--- src/rtl/fskd_pkg.sv ---
package fskd_pkg;

   typedef enum logic {
      CLS_SLOW = 1'b0,
      CLS_FAST = 1'b1
   } sub_cls_e;

   typedef struct packed {
      logic     valid;
      sub_cls_e cls;
   } period_ev_t;

endpackage

--- src/rtl/fskd_period_meter.sv ---
module fskd_period_meter
   import fskd_pkg::*;
#(
   parameter int SMP_W     = 8,
   parameter int THRESH    = 127,
   parameter int PER_W     = 8,
   parameter int SHORT_MAX = 8
) (
   input  logic             clk,
   input  logic             rst,
   input  logic             take,
   input  logic [SMP_W-1:0] smp,
   output period_ev_t       ev
);
   localparam logic [PER_W-1:0] PER_SAT   = {PER_W{1'b1}};
   localparam logic [PER_W-1:0] PER_FAST  = PER_W'(SHORT_MAX);

   logic             lvl;
   logic             have_prev;
   logic             prev_lvl;
   logic             locked;
   logic [PER_W-1:0] cnt;
   logic             rise;

   generate
      if (THRESH <= 0) begin : g_all_high
         assign lvl = 1'b1;
      end else begin : g_compare
         assign lvl = (smp >= SMP_W'(THRESH));
      end
   endgenerate

   assign rise = take && have_prev && !prev_lvl && lvl;

   always_ff @(posedge clk) begin
      if (rst) begin
         have_prev <= 1'b0;
         prev_lvl  <= 1'b0;
         locked    <= 1'b0;
         cnt       <= '0;
      end else if (take) begin
         have_prev <= 1'b1;
         prev_lvl  <= lvl;
         if (rise) begin
            locked <= 1'b1;
            cnt    <= PER_W'(1);
         end else if (cnt != PER_SAT) begin
            cnt <= cnt + PER_W'(1);
         end
      end
   end

   always_comb begin
      ev.valid = rise && locked;
      ev.cls   = (cnt <= PER_FAST) ? CLS_FAST : CLS_SLOW;
   end

endmodule

--- src/rtl/fskd_run_grouper.sv ---
module fskd_run_grouper
   import fskd_pkg::*;
#(
   parameter int RUN_W     = 8,
   parameter int SHORT_DIV = 7,
   parameter int LONG_DIV  = 6,
   parameter int MAX_BITS  = 12,
   parameter int CNT_W     = 4
) (
   input  logic             clk,
   input  logic             rst,
   input  period_ev_t       ev,
   output logic [CNT_W-1:0] burst_n,
   output logic             burst_val
);
   localparam logic [RUN_W-1:0] RUN_SAT = {RUN_W{1'b1}};
   localparam logic [RUN_W:0]   DIV_F   = (RUN_W+1)'(SHORT_DIV);
   localparam logic [RUN_W:0]   DIV_S   = (RUN_W+1)'(LONG_DIV);
   localparam logic [RUN_W:0]   CAP     = (RUN_W+1)'(MAX_BITS);

   logic             have_run;
   sub_cls_e         run_cls;
   logic [RUN_W-1:0] run_len;
   logic [RUN_W:0]   len_p1;
   logic [RUN_W:0]   yield;
   logic             closes;

   assign closes = ev.valid && have_run && (ev.cls != run_cls);
   assign len_p1 = {1'b0, run_len} + (RUN_W+1)'(1);
   assign yield  = (run_cls == CLS_FAST) ? (len_p1 / DIV_F) : (len_p1 / DIV_S);

   always_comb begin
      burst_val = ~run_cls;
      if (!closes)
         burst_n = '0;
      else if (yield <= (RUN_W+1)'(1))
         burst_n = CNT_W'(1);
      else if (yield <= CAP)
         burst_n = yield[CNT_W-1:0];
      else
         burst_n = '0;
   end

   always_ff @(posedge clk) begin
      if (rst) begin
         have_run <= 1'b0;
         run_cls  <= CLS_SLOW;
         run_len  <= '0;
      end else if (ev.valid) begin
         if (!have_run || closes) begin
            have_run <= 1'b1;
            run_cls  <= ev.cls;
            run_len  <= RUN_W'(1);
         end else if (run_len != RUN_SAT) begin
            run_len <= run_len + RUN_W'(1);
         end
      end
   end

endmodule

--- src/rtl/fskd_bit_burst.sv ---
module fskd_bit_burst #(
   parameter int CNT_W = 4
) (
   input  logic             clk,
   input  logic             rst,
   input  logic             load,
   input  logic [CNT_W-1:0] load_n,
   input  logic             load_val,
   output logic             room,
   output logic             bit_valid,
   output logic             bit_data
);
   logic [CNT_W-1:0] rem;
   logic             val;

   always_ff @(posedge clk) begin
      if (rst) begin
         rem <= '0;
         val <= 1'b0;
      end else if (load && (load_n != '0)) begin
         rem <= load_n;
         val <= load_val;
      end else if (rem != '0) begin
         rem <= rem - CNT_W'(1);
      end
   end

   assign room      = (rem <= CNT_W'(1));
   assign bit_valid = (rem != '0);
   assign bit_data  = val;

endmodule

--- src/rtl/fsk_run_demod.sv ---
module fsk_run_demod
   import fskd_pkg::*;
#(
   parameter int SMP_W     = 8,
   parameter int THRESH    = 127,
   parameter int PER_W     = 8,
   parameter int SHORT_MAX = 8,
   parameter int RUN_W     = 8,
   parameter int SHORT_DIV = 7,
   parameter int LONG_DIV  = 6,
   parameter int MAX_BITS  = 12
) (
   input  logic             clk,
   input  logic             rst,
   input  logic             smp_valid,
   input  logic [SMP_W-1:0] smp_data,
   output logic             smp_ready,
   output logic             bit_valid,
   output logic             bit_data
);
   localparam int CNT_W = $clog2(MAX_BITS + 1);

   generate
      if (SHORT_MAX < 2 || SHORT_MAX >= (1 << PER_W) - 1) begin : g_bad_short
         $error("SHORT_MAX must lie inside the period counter range");
      end
      if (SHORT_DIV < 1 || LONG_DIV < 1) begin : g_bad_div
         $error("run divisors must be positive");
      end
      if (MAX_BITS < 2 || MAX_BITS >= (1 << RUN_W)) begin : g_bad_cap
         $error("MAX_BITS out of range");
      end
      if (THRESH >= (1 << SMP_W)) begin : g_bad_thr
         $error("THRESH exceeds sample range");
      end
   endgenerate

   logic             take;
   period_ev_t       ev;
   logic [CNT_W-1:0] burst_n;
   logic             burst_val;
   logic             room;

   assign take      = smp_valid && room;
   assign smp_ready = room;

   fskd_period_meter #(
      .SMP_W(SMP_W), .THRESH(THRESH), .PER_W(PER_W), .SHORT_MAX(SHORT_MAX)
   ) u_meter (
      .clk(clk), .rst(rst), .take(take), .smp(smp_data), .ev(ev)
   );

   fskd_run_grouper #(
      .RUN_W(RUN_W), .SHORT_DIV(SHORT_DIV), .LONG_DIV(LONG_DIV),
      .MAX_BITS(MAX_BITS), .CNT_W(CNT_W)
   ) u_group (
      .clk(clk), .rst(rst), .ev(ev), .burst_n(burst_n), .burst_val(burst_val)
   );

   fskd_bit_burst #(
      .CNT_W(CNT_W)
   ) u_burst (
      .clk(clk), .rst(rst), .load(take), .load_n(burst_n), .load_val(burst_val),
      .room(room), .bit_valid(bit_valid), .bit_data(bit_data)
   );

endmodule

--- config.mk ---
export PLATFORM = sky130hd
export DESIGN_NAME = fsk_run_demod
export DESIGN_NICKNAME = d
export VERILOG_FILES = /design/src/rtl/fskd_pkg.sv /design/src/rtl/fskd_period_meter.sv /design/src/rtl/fskd_run_grouper.sv /design/src/rtl/fskd_bit_burst.sv /design/src/rtl/fsk_run_demod.sv
export SDC_FILE = /design/constraint.sdc
export NUM_CORES = 1
export LEC_CHECK = 0
export ABC_AREA = 1
export BUFFER_PORTS_ARGS = -buffer_cell sky130_fd_sc_hd__buf_2
export CORE_AREA = 2 2 89 57
export DETAILED_ROUTE_END_ITERATION = 10
export DIE_AREA = 0 0 91 59
export PLACE_DENSITY_LB_ADDON = 0.12
export SETUP_SLACK_MARGIN = 0.05
export SLEW_MARGIN = 20
export SYNTH_ARGS = -nofsm -noshare
export SYNTH_HDL_FRONTEND = slang
export SYNTH_HIERARCHICAL = 1
export SYNTH_SLANG_ARGS = --single-unit
--- constraint.sdc ---
create_clock -name clk -period 10.4 [get_ports clk]
set_input_delay 2.6 -clock clk [delete_from_list [all_inputs] [get_ports clk]]
set_output_delay 2.6 -clock clk [all_outputs]
set_load 0.05 [all_outputs]
# Word-level counts from Yosys, hierarchy flattened
# Cells that the tools add are included.
# W data, S select, Z words.
[totals]
reg_bits = 26
in_bits = 11
output_inout_bits = 3
elab_cells = 55
[op_classes]
add_sub_neg = 4
div_mod_pow = 2
n_lt_le_gt_ge = 5
n_eq_ne = 3
muxes = 11
bitwise = 1
reduce_logical = 20
[ops]
columns = ["op", "count"]
rows = [
  ["$mux W8", 4],
  ["$mux W4", 5],
  ["$div A9 B3 Y9 const B", 2],
  ["$add A8 B1 Y8 const B", 2],
  ["$ne A8 B8 Y1 const B", 2],
  ["$add A8 B1 Y9 const B", 1],
  ["$le A9 B1 Y1 const B", 1],
  ["$le A9 B4 Y1 const B", 1],
  ["$mux W9", 1],
  ["$ge A8 B7 Y1 const B", 1],
  ["$le A8 B4 Y1 const B", 1],
  ["$logic_and A1 B1 Y1", 8],
  ["$reduce_and A2 Y1", 4],
  ["$reduce_bool A4 Y1", 2],
  ["$reduce_bool A2 Y1", 3],
  ["$le A4 B1 Y1 const B", 1],
  ["$sub A4 B1 Y4 const B", 1],
  ["$logic_not A1 Y1", 2],
  ["$logic_or A1 B1 Y1", 1],
  ["$mux W1", 1],
  ["$ne A1 B1 Y1", 1],
  ["$not A1 Y1", 1],
]

# Longest topological paths before layout
# Gate-level depths: netlist (run 1).
[logic_depth]
ltp_word = 12
ltp_mapped = 47
depth_no_buf = 47

# Hierarchy
# Netlist (run 1), hierarchy kept.
[modules_own_cells]
columns = ["module", "instances", "cells_each", "area_per_inst_um2", "seq_area_each_um2"]
rows = [
  ["fskd_run_grouper", 1, 253, 1527.7, 200.2],
  ["fskd_period_meter", 1, 109, 725.7, 220.2],
  ["fskd_bit_burst", 1, 47, 354.1, 100.1],
  ["fsk_run_demod", 1, 2, 7.5, 0.0],
]

# Worst setup path after synthesis (run 1)
# OpenSTA, ideal clock, no wires.
[synth_timing]
kind = "input port to flip-flop"
start = "in smp_valid"
end = "reg u_burst.rem[1]"
setup_time_ps = 109
arrival_time_ps = 4929
required_ps = 10291
slack_ps = 5362
path_stages = 20
n_path_buf = 1
path_cell_list = "nand2_1 inv_1 inv_1 nor3_2 nand2_1 buf_6 nor2_1 o21ai_0 a211oi_1 nand2_1 nor3_1 nand2_2 nor2_1 nor2_1 nand2_1 nand2_4 nand2_1 nand3_2 nand2_1 inv_1"
[synth_lines]
columns = ["item", "line_no", "source"]
rows = [
  ["start, declared", "fsk_run_demod.sv:15", "input logic smp_valid,"],
  ["end signal, assigned", "fskd_bit_burst.sv:21", "rem <= load_n;"],
  ["end signal, assigned", "fskd_bit_burst.sv:24", "rem <= rem - CNT_W'(1);"],
  ["end, declared", "fskd_bit_burst.sv:13", "logic [CNT_W-1:0] rem;"],
]

==> results of run 1 <==
==> final timing paths <==
check | startpoint | end | slack [ns] | cells past startpoint
max | smp_valid | u_burst/rem[1]$_SDFFE_PP0P_ | 4.85 | 20
min | u_meter/locked$_SDFFE_PP0P_ | u_meter/locked$_SDFFE_PP0P_ | 0.46 | 2
max reg2reg | u_group/run_len[0]$_SDFFE_PP0P_ | u_burst/rem[1]$_SDFFE_PP0P_ | 5.33 | 42
min reg2reg | u_meter/locked$_SDFFE_PP0P_ | u_meter/locked$_SDFFE_PP0P_ | 0.46 | 2
==> power by group through the flow <==
stage | Clock (mW) | Combinational, mW | Sequential, mW
3_3_place_gp | 0 | 0.128 | 0.129
5_1_grt | 0.0719 | 0.147 | 0.128
6_report | 0.0673 | 0.131 | 0.127
4_1_cts | 0.0695 | 0.131 | 0.127
3_5_place_dp | 0 | 0.131 | 0.129
2_1_floorplan | 0 | 0.113 | 0.125
==> worst min-delay path, cell delays in order (launching register included) <==
cell and delay [ns]:
dfxtp_1 0.31, inv_1 0.06, a21oi_1 0.06
==> layout make-up <==
cell class              instances  share of cell area [%]
flip-flops and latches         26                    18.8
multi-input cells             305                    63.5
clock buffers                   4                    1.99
inverters                      76                    10.5
well taps                      63                    2.85
repair buffers                 13                    2.35
==> placed cells by master (no fill, tap or decap), drive strengths merged, types with 5 or more instances in the layout <==
| master | Yosys | layout |
|---|---|---|
| nand2 | 132 | 132 |
| inv | 74 | 74 |
| nor2 | 52 | 52 |
| nand3 | 35 | 35 |
| dfxtp | 26 | 26 |
| a21oi | 19 | 19 |
| ha | 14 | 14 |
| buf | 3 | 13 |
| nand4 | 13 | 13 |
| o21ai | 10 | 10 |
| xor2 | 5 | 5 |
| a22oi | 5 | 5 |
==> cells by family (layout without fill, tap and decap cells) <==
kind of cell	Yosys count	in the layout	synth area share, %
buf+inv	80	93	12.9
fa+ha+maj	14	14	6.70
compound gates	42	42	11.5
simple gates	242	242	46.7
flops	26	26	19.9
xor+xnor	7	7	2.34
==> layer usage <==
layer | track usage (%) | wire length (um) | share of wire, % | vias up
met4 | 1.73 | 8 | 0.15 | 0
met5 | 0 | 0 | 0 | -
met1 | 32.3 | 3020 | 56 | 1071
li1 | - | - | - | 1330
met2 | 34.1 | 2120 | 40 | 34
met3 | 3.44 | 206 | 3.8 | 2
==> flip-flops by register name (all words and copies together) (netlist names) <==
name / count
u_group/have_run: 1
u_group/run_len: 8
u_burst/bit_data: 1
u_burst/rem: 4
u_meter/prev_lvl: 1
u_group/run_cls: 1
u_meter/cnt: 8
u_meter/have_prev: 1
u_meter/locked: 1
==> stage by stage <==
step                utilization (%)  cell area (sq um)  setup WS (ns)
CTS                            61.9               2770           4.88
global placement               60.7               2710           4.82
finish                         61.9               2770           4.85
global route                   61.9               2770           4.43
floorplan                         -               2620           5.36
detailed placement             60.7               2710           4.60
==> reports/qor.csv, run 1 <==
metric,value,unit
fp-row-count,19,
post_cts_buffers,0,
cp_cell_sequence,buf_2 -> nand2_1 -> inv_1 -> inv_1 -> nor3_2 -> nand2_1 -> nor2_1 -> o21ai_0 -> a211oi_1 -> nand2_1 -> nor3_1 -> nand2_2 -> nor2_1 -> nor2_1 -> nand2_1 -> nand2_4 -> nand2_1 -> nand3_2 -> nand2_1 -> inv_1,
dieArea,0.00537,sq mm
synth-edff-count,0,
die-height,59,um
wirelength,5350,um
p_sw_share,42.0,%
cp_max_fo,19,
fin_cells,487,
cp.required,10.58,ns
die_w,91,um
max_slew_margin,56.7,%
insertion_delay,0.27,ns
path_common_cell,nand2_1,
worstHoldPathType,register to register,
p_comb_share,40.3,%
hold_violations,0,
end_kind,register,
ys.warnings.count,6,
numCtsBuffers,3,
finalPower,325,uW
vdd_drop_max,214,uV
yosysMostFrequentCell,nand2_1,
cp-start-kind,input pin,
clock_skew,0.00217,ns
fin_crit,5.55,ns
synth_top_area_share,19.9,%
place_inst,483,
status,"complete, no violations",
ctsResizeCount,0,
final_net_count,450,
p_switching,136,uW
ys_seq_area_share,19.9,%
p_int,189,uW
grt_pass1_vias,2232,
leakage,1.34,nW
ant_nets,0,
arrival,5.74,ns
rsz0062_at_grt,false,
nFillCells,448,
cts_tree,done,
cp_slowest_cell,inv_1,
grt_pass1_wl,9660,um
crit_type,input pin to register,
max_freq,180,MHz
dr.pass1.iters,4,
clockPowerShare,20.7,%
slew_viol_final,0,
htreeDepth,1,
power_density,117,mW/mm^2
drt_iter0_markers,90,
pin_count,14,
synth_fp_nets,436,
synthArstFlopShare,0,%
ys_types,38,
routabilityCongestion,0.875,
cts_max_path_buffers,2,
wl_per_cell,11.0,um
max_cap_viol_count,0,
critPathMaxStageDelay,0.48,ns
drc,0,
fin_setup_tns,0,ns
root_buffer,clkbuf_8,
grt_use_total,21.5,%
portBuffers,13,
synthTopCellsByCount,"102 x nand2_1, 68 x inv_1, 46 x nor2_1",
netlist_area,0.00262,sq mm
synth.avg_cell_area,6.36,sq um
ys_ff_latch,26,
worst_slew_pin_slew,0.649,ns
period_share,53.4,%
antenna_cells,0,
num_vias,2437,
syn2layout_area_growth,5.84,%
finalSetupViolCount,0,
syn_inst,411,
seq_power_share,39.0,%
vias_per_cell,5.00,
fin_hold_ws,0.462,ns
yosysTopAreaCell,dfxtp_1,
core_area,0.00447,sq mm
dpl.hpwl,4310,um
postCtsHoldBufs,0,
antenna_found_initial,0,
overflow,0,
synth_area_leaders,"dfxtp_1 20%, nand2_1 15%, inv_1 9.8%",
multiInputGateArea,0.00176,sq mm
seq_area,520,sq um
clk_pin_slew,0.09,ns
cts_sinks,26,
layout-drive-gt1-share,20.0,%
synthFlopType,dfxtp_1,
path_buf_inv,4,
cpLargestDelayFamily,simple AND/OR/NAND/NOR gates,
start_util,58.5,%
grt_max_degree,21,
(Power assumes the default switching activity.)
==> run 2, diff against run 1 <==
==> constraint.sdc (replaced) <==
create_clock -name clk -period 5.18 [get_ports clk]
set_input_delay 1.295 -clock clk [delete_from_list [all_inputs] [get_ports clk]]
set_output_delay 1.295 -clock clk [all_outputs]
set_load 0.05 [all_outputs]
==> run 2 against run 1 <==
  * Flip-flop and latch count unchanged
  * Clock power increased by 98%
  * Core utilization up 5.8 points
  * Combinational power grew 110%
  * Final area grew 9.3%
  * Setup slack worse by 4.4 ns
  * Sequential share of layout area down 1.5 points
  * Largest power group unchanged
  * Highest routed layer unchanged
==> reports/qor.csv, run 2 (synthesized netlist as in run 1, its figures left out) <==
metric,value,unit,change
cts_tree,done,,unchanged
hold_violations,0,,unchanged
htreeDepth,1,,unchanged
die_w,91,um,unchanged
grt_max_degree,21,,unchanged
max_freq,210,MHz,
start_util,58.5,%,unchanged
root_buffer,clkbuf_8,,unchanged
dieArea,0.00537,sq mm,unchanged
antenna_cells,0,,unchanged
crit_type,register to register,,was input pin to register
leakage,1.46,nW,was 1.34 nW
max_cap_viol_count,0,,unchanged
nFillCells,437,,was 448
wl_per_cell,11.5,um,was 11.0 um
clock_skew,0.00206,ns,was 0.00217 ns
grt_use_total,21.7,%,was 21.5%
numCtsBuffers,3,,unchanged
syn2layout_area_growth,15.7,%,was 5.84%
cpLargestDelayFamily,simple AND/OR/NAND/NOR gates,,unchanged
dpl_cell_area,0.00272,sq mm,was 0.00271 sq mm
drc,0,,unchanged
layout_common_cells,"94 x nand2_1, 68 x inv_1, 41 x nor2_1, 26 x nand3_1, 25 x nand2_2",,"was 102 x nand2_1, 68 x inv_1, 46 x nor2_1, 26 x nand3_1, 26 x dfxtp_1"
clk_pin_slew,0.09,ns,about the same
dpl.hpwl,4330,um,was 4310 um
final_cell_area,0.00303,sq mm,was 0.00277 sq mm
mostFrequentLayoutCell,nand2_1,,unchanged
finalSetupViolCount,0,,unchanged
portBuffers,13,,unchanged
vias_per_cell,5.11,,was 5.00
routabilityCongestion,0.924,,was 0.875
fp-row-count,19,,unchanged
place_inst,484,,was 483
cp_max_fo,8,,was 19
insertion_delay,0.27,ns,about the same
num_vias,2585,,"was 2,437"
worstHoldPathType,register to register,,unchanged
cp-start-kind,register,,was input pin
fin_crit,4.77,ns,
antenna_found_initial,0,,unchanged
drt_iter0_markers,165,,was 90
power_density,219,mW/mm^2,was 117 mW/mm^2
path_buf_inv,5,,was 4
cp.required,5.35,ns,was 10.58 ns
cts_max_path_buffers,2,,unchanged
layout-drive-gt1-share,27.5,%,was 20.0%
cts_sinks,26,,unchanged
critPathMaxStageDelay,0.37,ns,was 0.48 ns
top_regs,"u_group/run_len: 8 flops, u_meter/cnt: 8 flops, u_burst/rem: 4 flops",,unchanged
grt_pass1_wl,9740,um,was 9660 um
final_net_count,469,,was 450
die-height,59,um,unchanged
dr.pass1.iters,4,,unchanged
path_common_cell,nand2_2,,was nand2_1
pin_count,14,,unchanged
end_kind,register,,unchanged
wirelength,5840,um,was 5350 um
grt_pass1_vias,2183,,"was 2,232"
fin_cells,506,,was 487
overflow,0,,unchanged
cp_slowest_cell,dfxtp_2,,was inv_1
final_util,67.7,%,was 61.9%
slew_viol_final,0,,unchanged
vdd_drop_max,406,uV,was 214 uV
status,"complete, no violations",,unchanged
worst_slew_pin_slew,0.721,ns,was 0.649 ns
fin_setup_tns,0,ns,unchanged
arrival,4.94,ns,was 5.74 ns
ant_nets,0,,unchanged
period_share,92.1,%,
max_slew_margin,51.5,%,was 56.7%
core_area,0.00447,sq mm,unchanged
## run 2: cell count changes in the layout (fill, tap and decap cells not counted), moves of 3 or more
cell / delta
buf_4: +19
nand2_1: -8
nand2_2: +3
nand2_4: +5
nor2_1: -5
nor2_4: +3
## run 2: layout make-up
cell class	instances	area, sq um	area share (%)
timing repair buffer	32	208	6.87
clock buffer	4	55.1	1.82
tap	63	78.8	2.61
inverter	76	290	9.59
sequential	26	523	17.3
multi-input combinational	305	1870	61.8
## run 2: routing by layer
layer / track usage [%] / share of wire (%) / vias to the layer above
met4: 1.73 / 0.70 / 0
met1: 34.8 / 54 / 1155
met3: 3.94 / 5.1 / 6
met5: 0 / 0 / -
li1: - / - / 1365
met2: 31.2 / 40 / 59
## run 2: power by group
part	internal (mW)	switching, mW
clock	0.0680	0.0653
combinational	0.0902	0.186
sequential	0.227	0.0268
## run 2: metrics by stage
step | power [mW] | hold slack, ns | worst slack [ns]
6_report | 0.663 | 0.471 | 0.408
5_1_grt | 0.713 | 0.499 | -0.00292
4_1_cts | 0.663 | 0.466 | 0.311
3_5_place_dp | 0.529 | 0.452 | 0.321
3_3_place_gp | 0.526 | 0.443 | 0.459
2_1_floorplan | 0.478 | 0.432 | 0.910
## run 2: final timing paths
path / startpoint / to / slack [ns] / cells past startpoint
setup / recovery: u_group/run_len[0]$_SDFFE_PP0P_ / u_burst/rem[0]$_SDFFE_PP0P_ / 0.41 / 40
hold / removal: u_meter/locked$_SDFFE_PP0P_ / u_meter/locked$_SDFFE_PP0P_ / 0.47 / 2
setup reg to reg: u_group/run_len[0]$_SDFFE_PP0P_ / u_burst/rem[0]$_SDFFE_PP0P_ / 0.41 / 40
hold reg to reg: u_meter/locked$_SDFFE_PP0P_ / u_meter/locked$_SDFFE_PP0P_ / 0.47 / 2
## run 2: worst reg2reg max path: cells and delay by family (launching register included)
family	cells	cell delay, ns
compound gates	6	0.70
fa+ha+maj	2	0.44
simple gates	27	2.65
flops	1	0.37
buf+inv	5	0.50
## run 2: what timing repair did
item / 4_1_cts / 5_1_grt
buffers inserted: 0 / 18
hold buffers: 0 / 0
gates resized for setup: 0 / 31
endpoints found under the setup margin: 0 / 5
==> run 3, diff against run 2 <==
==> constraint.sdc (replaced) <==
create_clock -name clk -period 4.4 [get_ports clk]
set_input_delay 1.1 -clock clk [delete_from_list [all_inputs] [get_ports clk]]
set_output_delay 1.1 -clock clk [all_outputs]
set_load 0.05 [all_outputs]
==> run 3 against run 2 <==
  * The run now ends with setup timing left
  * Core utilization is 11 points higher
  * Flip-flop and latch count unchanged
  * Critical path depth up 2
  * Wire length grew 24%
  * Clock power is 19% higher
  * Final area up 16%
  * Combinational power up 18%
  * Fmax up 1.0%
  * Global-route usage up 4.8 points
==> reports/qor.csv, run 3 (synthesized netlist as in run 1, its figures left out) <==
metric,value,unit,change
top_usage_layer,met2,,was met1
holdPathEnd,u_meter/locked$_SDFFE_PP0P_,,unchanged
path_buf_inv,5,,unchanged
worstHoldStart,u_meter/locked$_SDFFE_PP0P_,,unchanged
violations,setup timing,,
wirelength,7220,um,was 5840 um
wl_per_cell,13.3,um,was 11.5 um
top_regs,"u_group/run_len: 8 flops, u_meter/cnt: 8 flops, u_burst/rem: 4 flops",,unchanged
start_util,58.5,%,unchanged
place_inst,513,,was 484
cts_max_path_buffers,2,,unchanged
routabilityCongestion,0.876,,was 0.924
path_common_cell,nand2_4,,was nand2_2
clockPowerShare,20.1,%,about the same
hold_violations,0,,unchanged
grt_max_degree,21,,unchanged
grtUsageMet3,5.34,%,was 3.94%
p_sw_share,42.1,%,was 41.9%
clk_pin_slew,0.08,ns,was 0.09 ns
reg2reg_depth,42,,was 40
crit_type,register to register,,unchanged
root_buffer,clkbuf_8,,unchanged
end_kind,register,,unchanged
worst_slew_pin_slew,0.777,ns,was 0.721 ns
htreeDepth,1,,unchanged
drt_iter0_markers,184,,was 165
max_cap_viol_count,0,,unchanged
seq_area,524,sq um,was 523 sq um
period_share,107,%,was 92.1%
grt_pass1_wl,11700,um,was 9740 um
max_freq,212,MHz,was 210 MHz
power_density,223,mW/mm^2,was 219 mW/mm^2
p_int,454,uW,was 385 uW
critPathMaxStageDelay,0.36,ns,was 0.37 ns
grt_use_total,26.5,%,was 21.7%
dr.pass1.iters,4,,unchanged
pin_count,14,,unchanged
nFillCells,331,,was 437
dpl.hpwl,4450,um,was 4330 um
overflow,0,,unchanged
status,finished with violations,,"was complete, no violations"
rsz0062_at_grt,true,,
finalSetupViolCount,5,,was 0
multiInputGateArea,0.00209,sq mm,was 0.00187 sq mm
antenna_found_initial,0,,unchanged
cpLargestDelayFamily,simple AND/OR/NAND/NOR gates,,unchanged
cp_slowest_cell,dfxtp_2,,unchanged
ant_nets,0,,unchanged
p_switching,330,uW,was 278 uW
worstHoldPathType,register to register,,unchanged
vdd_drop_max,518,uV,was 406 uV
seq_power_share,38.2,%,was 38.3%
die-height,59,um,unchanged
cts_tree,done,,unchanged
mostFrequentLayoutCell,nand2_1,,unchanged
cp-start-kind,register,,unchanged
leakage,1.74,nW,was 1.46 nW
fin_cells,541,,was 506
fp-row-count,19,,unchanged
r2r-end,u_burst/rem[1]$_SDFFE_PP0P_,,was u_burst/rem[0]$_SDFFE_PP0P_
final_cell_area,0.00351,sq mm,was 0.00303 sq mm
num_vias,2841,,"was 2,585"
core_area,0.00447,sq mm,unchanged
die_w,91,um,unchanged
arrival,4.90,ns,was 4.94 ns
fin_crit,4.72,ns,was 4.77 ns
portBuffers,13,,unchanged
clock_skew,0.0118,ns,was 0.00206 ns
cp.required,4.57,ns,was 5.35 ns
vias_per_cell,5.25,,was 5.11
hold_depth,2,,unchanged
r2r_slack,-0.32,ns,was 0.41 ns
numCtsBuffers,3,,unchanged
final_net_count,504,,was 469
layout-drive-gt1-share,38.9,%,was 27.5%
cp_max_fo,7,,was 8
p_comb_share,41.7,%,was 41.6%
insertion_delay,0.28,ns,was 0.27 ns
final_util,78.6,%,was 67.7%
met1_usage,36.3,%,was 34.8%
max_slew_margin,47.8,%,was 51.5%
syn2layout_area_growth,34.4,%,was 15.7%
dieArea,0.00537,sq mm,unchanged
setup_slack,-0.324,ns,was 0.408 ns
slew_viol_final,0,,unchanged
cts_sinks,26,,unchanged
layout_common_cells,"85 x nand2_1, 64 x inv_1, 52 x buf_4, 35 x nor2_1",,"was 94 x nand2_1, 68 x inv_1, 41 x nor2_1, 26 x nand3_1, 25 x nand2_2"
antenna_cells,0,,unchanged
drc,0,,unchanged
grt_pass1_vias,2603,,"was 2,183"
r2r-start,u_group/run_len[0]$_SDFFE_PP0P_,,unchanged
dpl_cell_area,0.00294,sq mm,was 0.00272 sq mm
use_met2,43.9,%,was 31.2%
==> run 3: changes by cell type in the layout (fill, tap and decap cells not counted), moves of 3 or more <==
cell     previous run  this run
buf_4              19        52
nand2_4            13        23
nand2_1            94        85
nand3_1            26        19
nand3_2             7        13
nor2_1             41        35
inv_1              68        64
nor2_2              3         6
nor2_4              8        11
==> run 3: how the worst max path moves through the flow <==
stage                                          from                           to  slack, ns  cells after the start
floorplan           u_group/run_len[0]$_SDFFE_PP0P_  u_burst/rem[1]$_SDFFE_PP0P_       0.13                     42
global placement    u_group/run_len[0]$_SDFFE_PP0P_  u_burst/rem[1]$_SDFFE_PP0P_      -0.07                     42
detailed placement  u_group/run_len[0]$_SDFFE_PP0P_  u_burst/rem[1]$_SDFFE_PP0P_      -0.15                     42
CTS                 u_group/run_len[1]$_SDFFE_PP0P_  u_burst/rem[1]$_SDFFE_PP0P_      -0.03                     42
global route        u_group/run_len[0]$_SDFFE_PP0P_  u_burst/rem[1]$_SDFFE_PP0P_      -0.61                     41
finish              u_group/run_len[0]$_SDFFE_PP0P_  u_burst/rem[1]$_SDFFE_PP0P_      -0.32                     42
==> run 3: layer usage <==
| metal | vias to the layer above | part of all wire (%) |
|---|---|---|
| li1 | 1435 | - |
| met1 | 1306 | 46 |
| met2 | 82 | 47 |
| met3 | 18 | 4.9 |
| met4 | 0 | 1.9 |
| met5 | - | 0 |
==> run 3: worst min-delay path, delay by kind of cell (launching register included) <==
family,cells,cell delay (ns)
AOI/OAI and AO/OA,1,0.06
buffers and inverters,1,0.06
DFF,1,0.31
==> run 3: what timing repair did <==
action | 4_1_cts | 5_1_grt
endpoints found under the setup margin | 5 | 5
hold endpoints to repair | 0 | 0
hold buffers | 0 | 0
cloned | 1 | 0
setup buffers | 14 | 9
resized for setup | 50 | 33
pin swaps | 37 | 42
==> run 3: cell type report <==
type / instances / area share, %
Clock buffer: 4 / 1.57
Inverter: 76 / 8.40
Multi-Input combinational cell: 306 / 59.6
Sequential cell: 26 / 14.9
Tap cell: 63 / 2.24
Timing Repair Buffer: 66 / 13.3
==> run 3: power by group through the flow <==
stage / clock network [mW] / logic [mW] / registers (mW)
5_1_grt: 0.171 / 0.368 / 0.304
6_report: 0.158 / 0.327 / 0.300
3_3_place_gp: 0 / 0.313 / 0.303
3_5_place_dp: 0 / 0.318 / 0.304
4_1_cts: 0.162 / 0.327 / 0.299
2_1_floorplan: 0 / 0.267 / 0.297
==> run 3: stage by stage <==
stage	hold slack [ns]	TNS [ns]	total power, mW	setup slack, ns
3_3_place_gp	0.447	-0.187	0.616	-0.0682
4_1_cts	0.466	-0.0849	0.787	-0.0311
5_1_grt	0.516	-2.81	0.843	-0.605
6_report	0.470	-1.45	0.785	-0.324
2_1_floorplan	0.432	0	0.563	0.130
3_5_place_dp	0.453	-0.576	0.621	-0.154
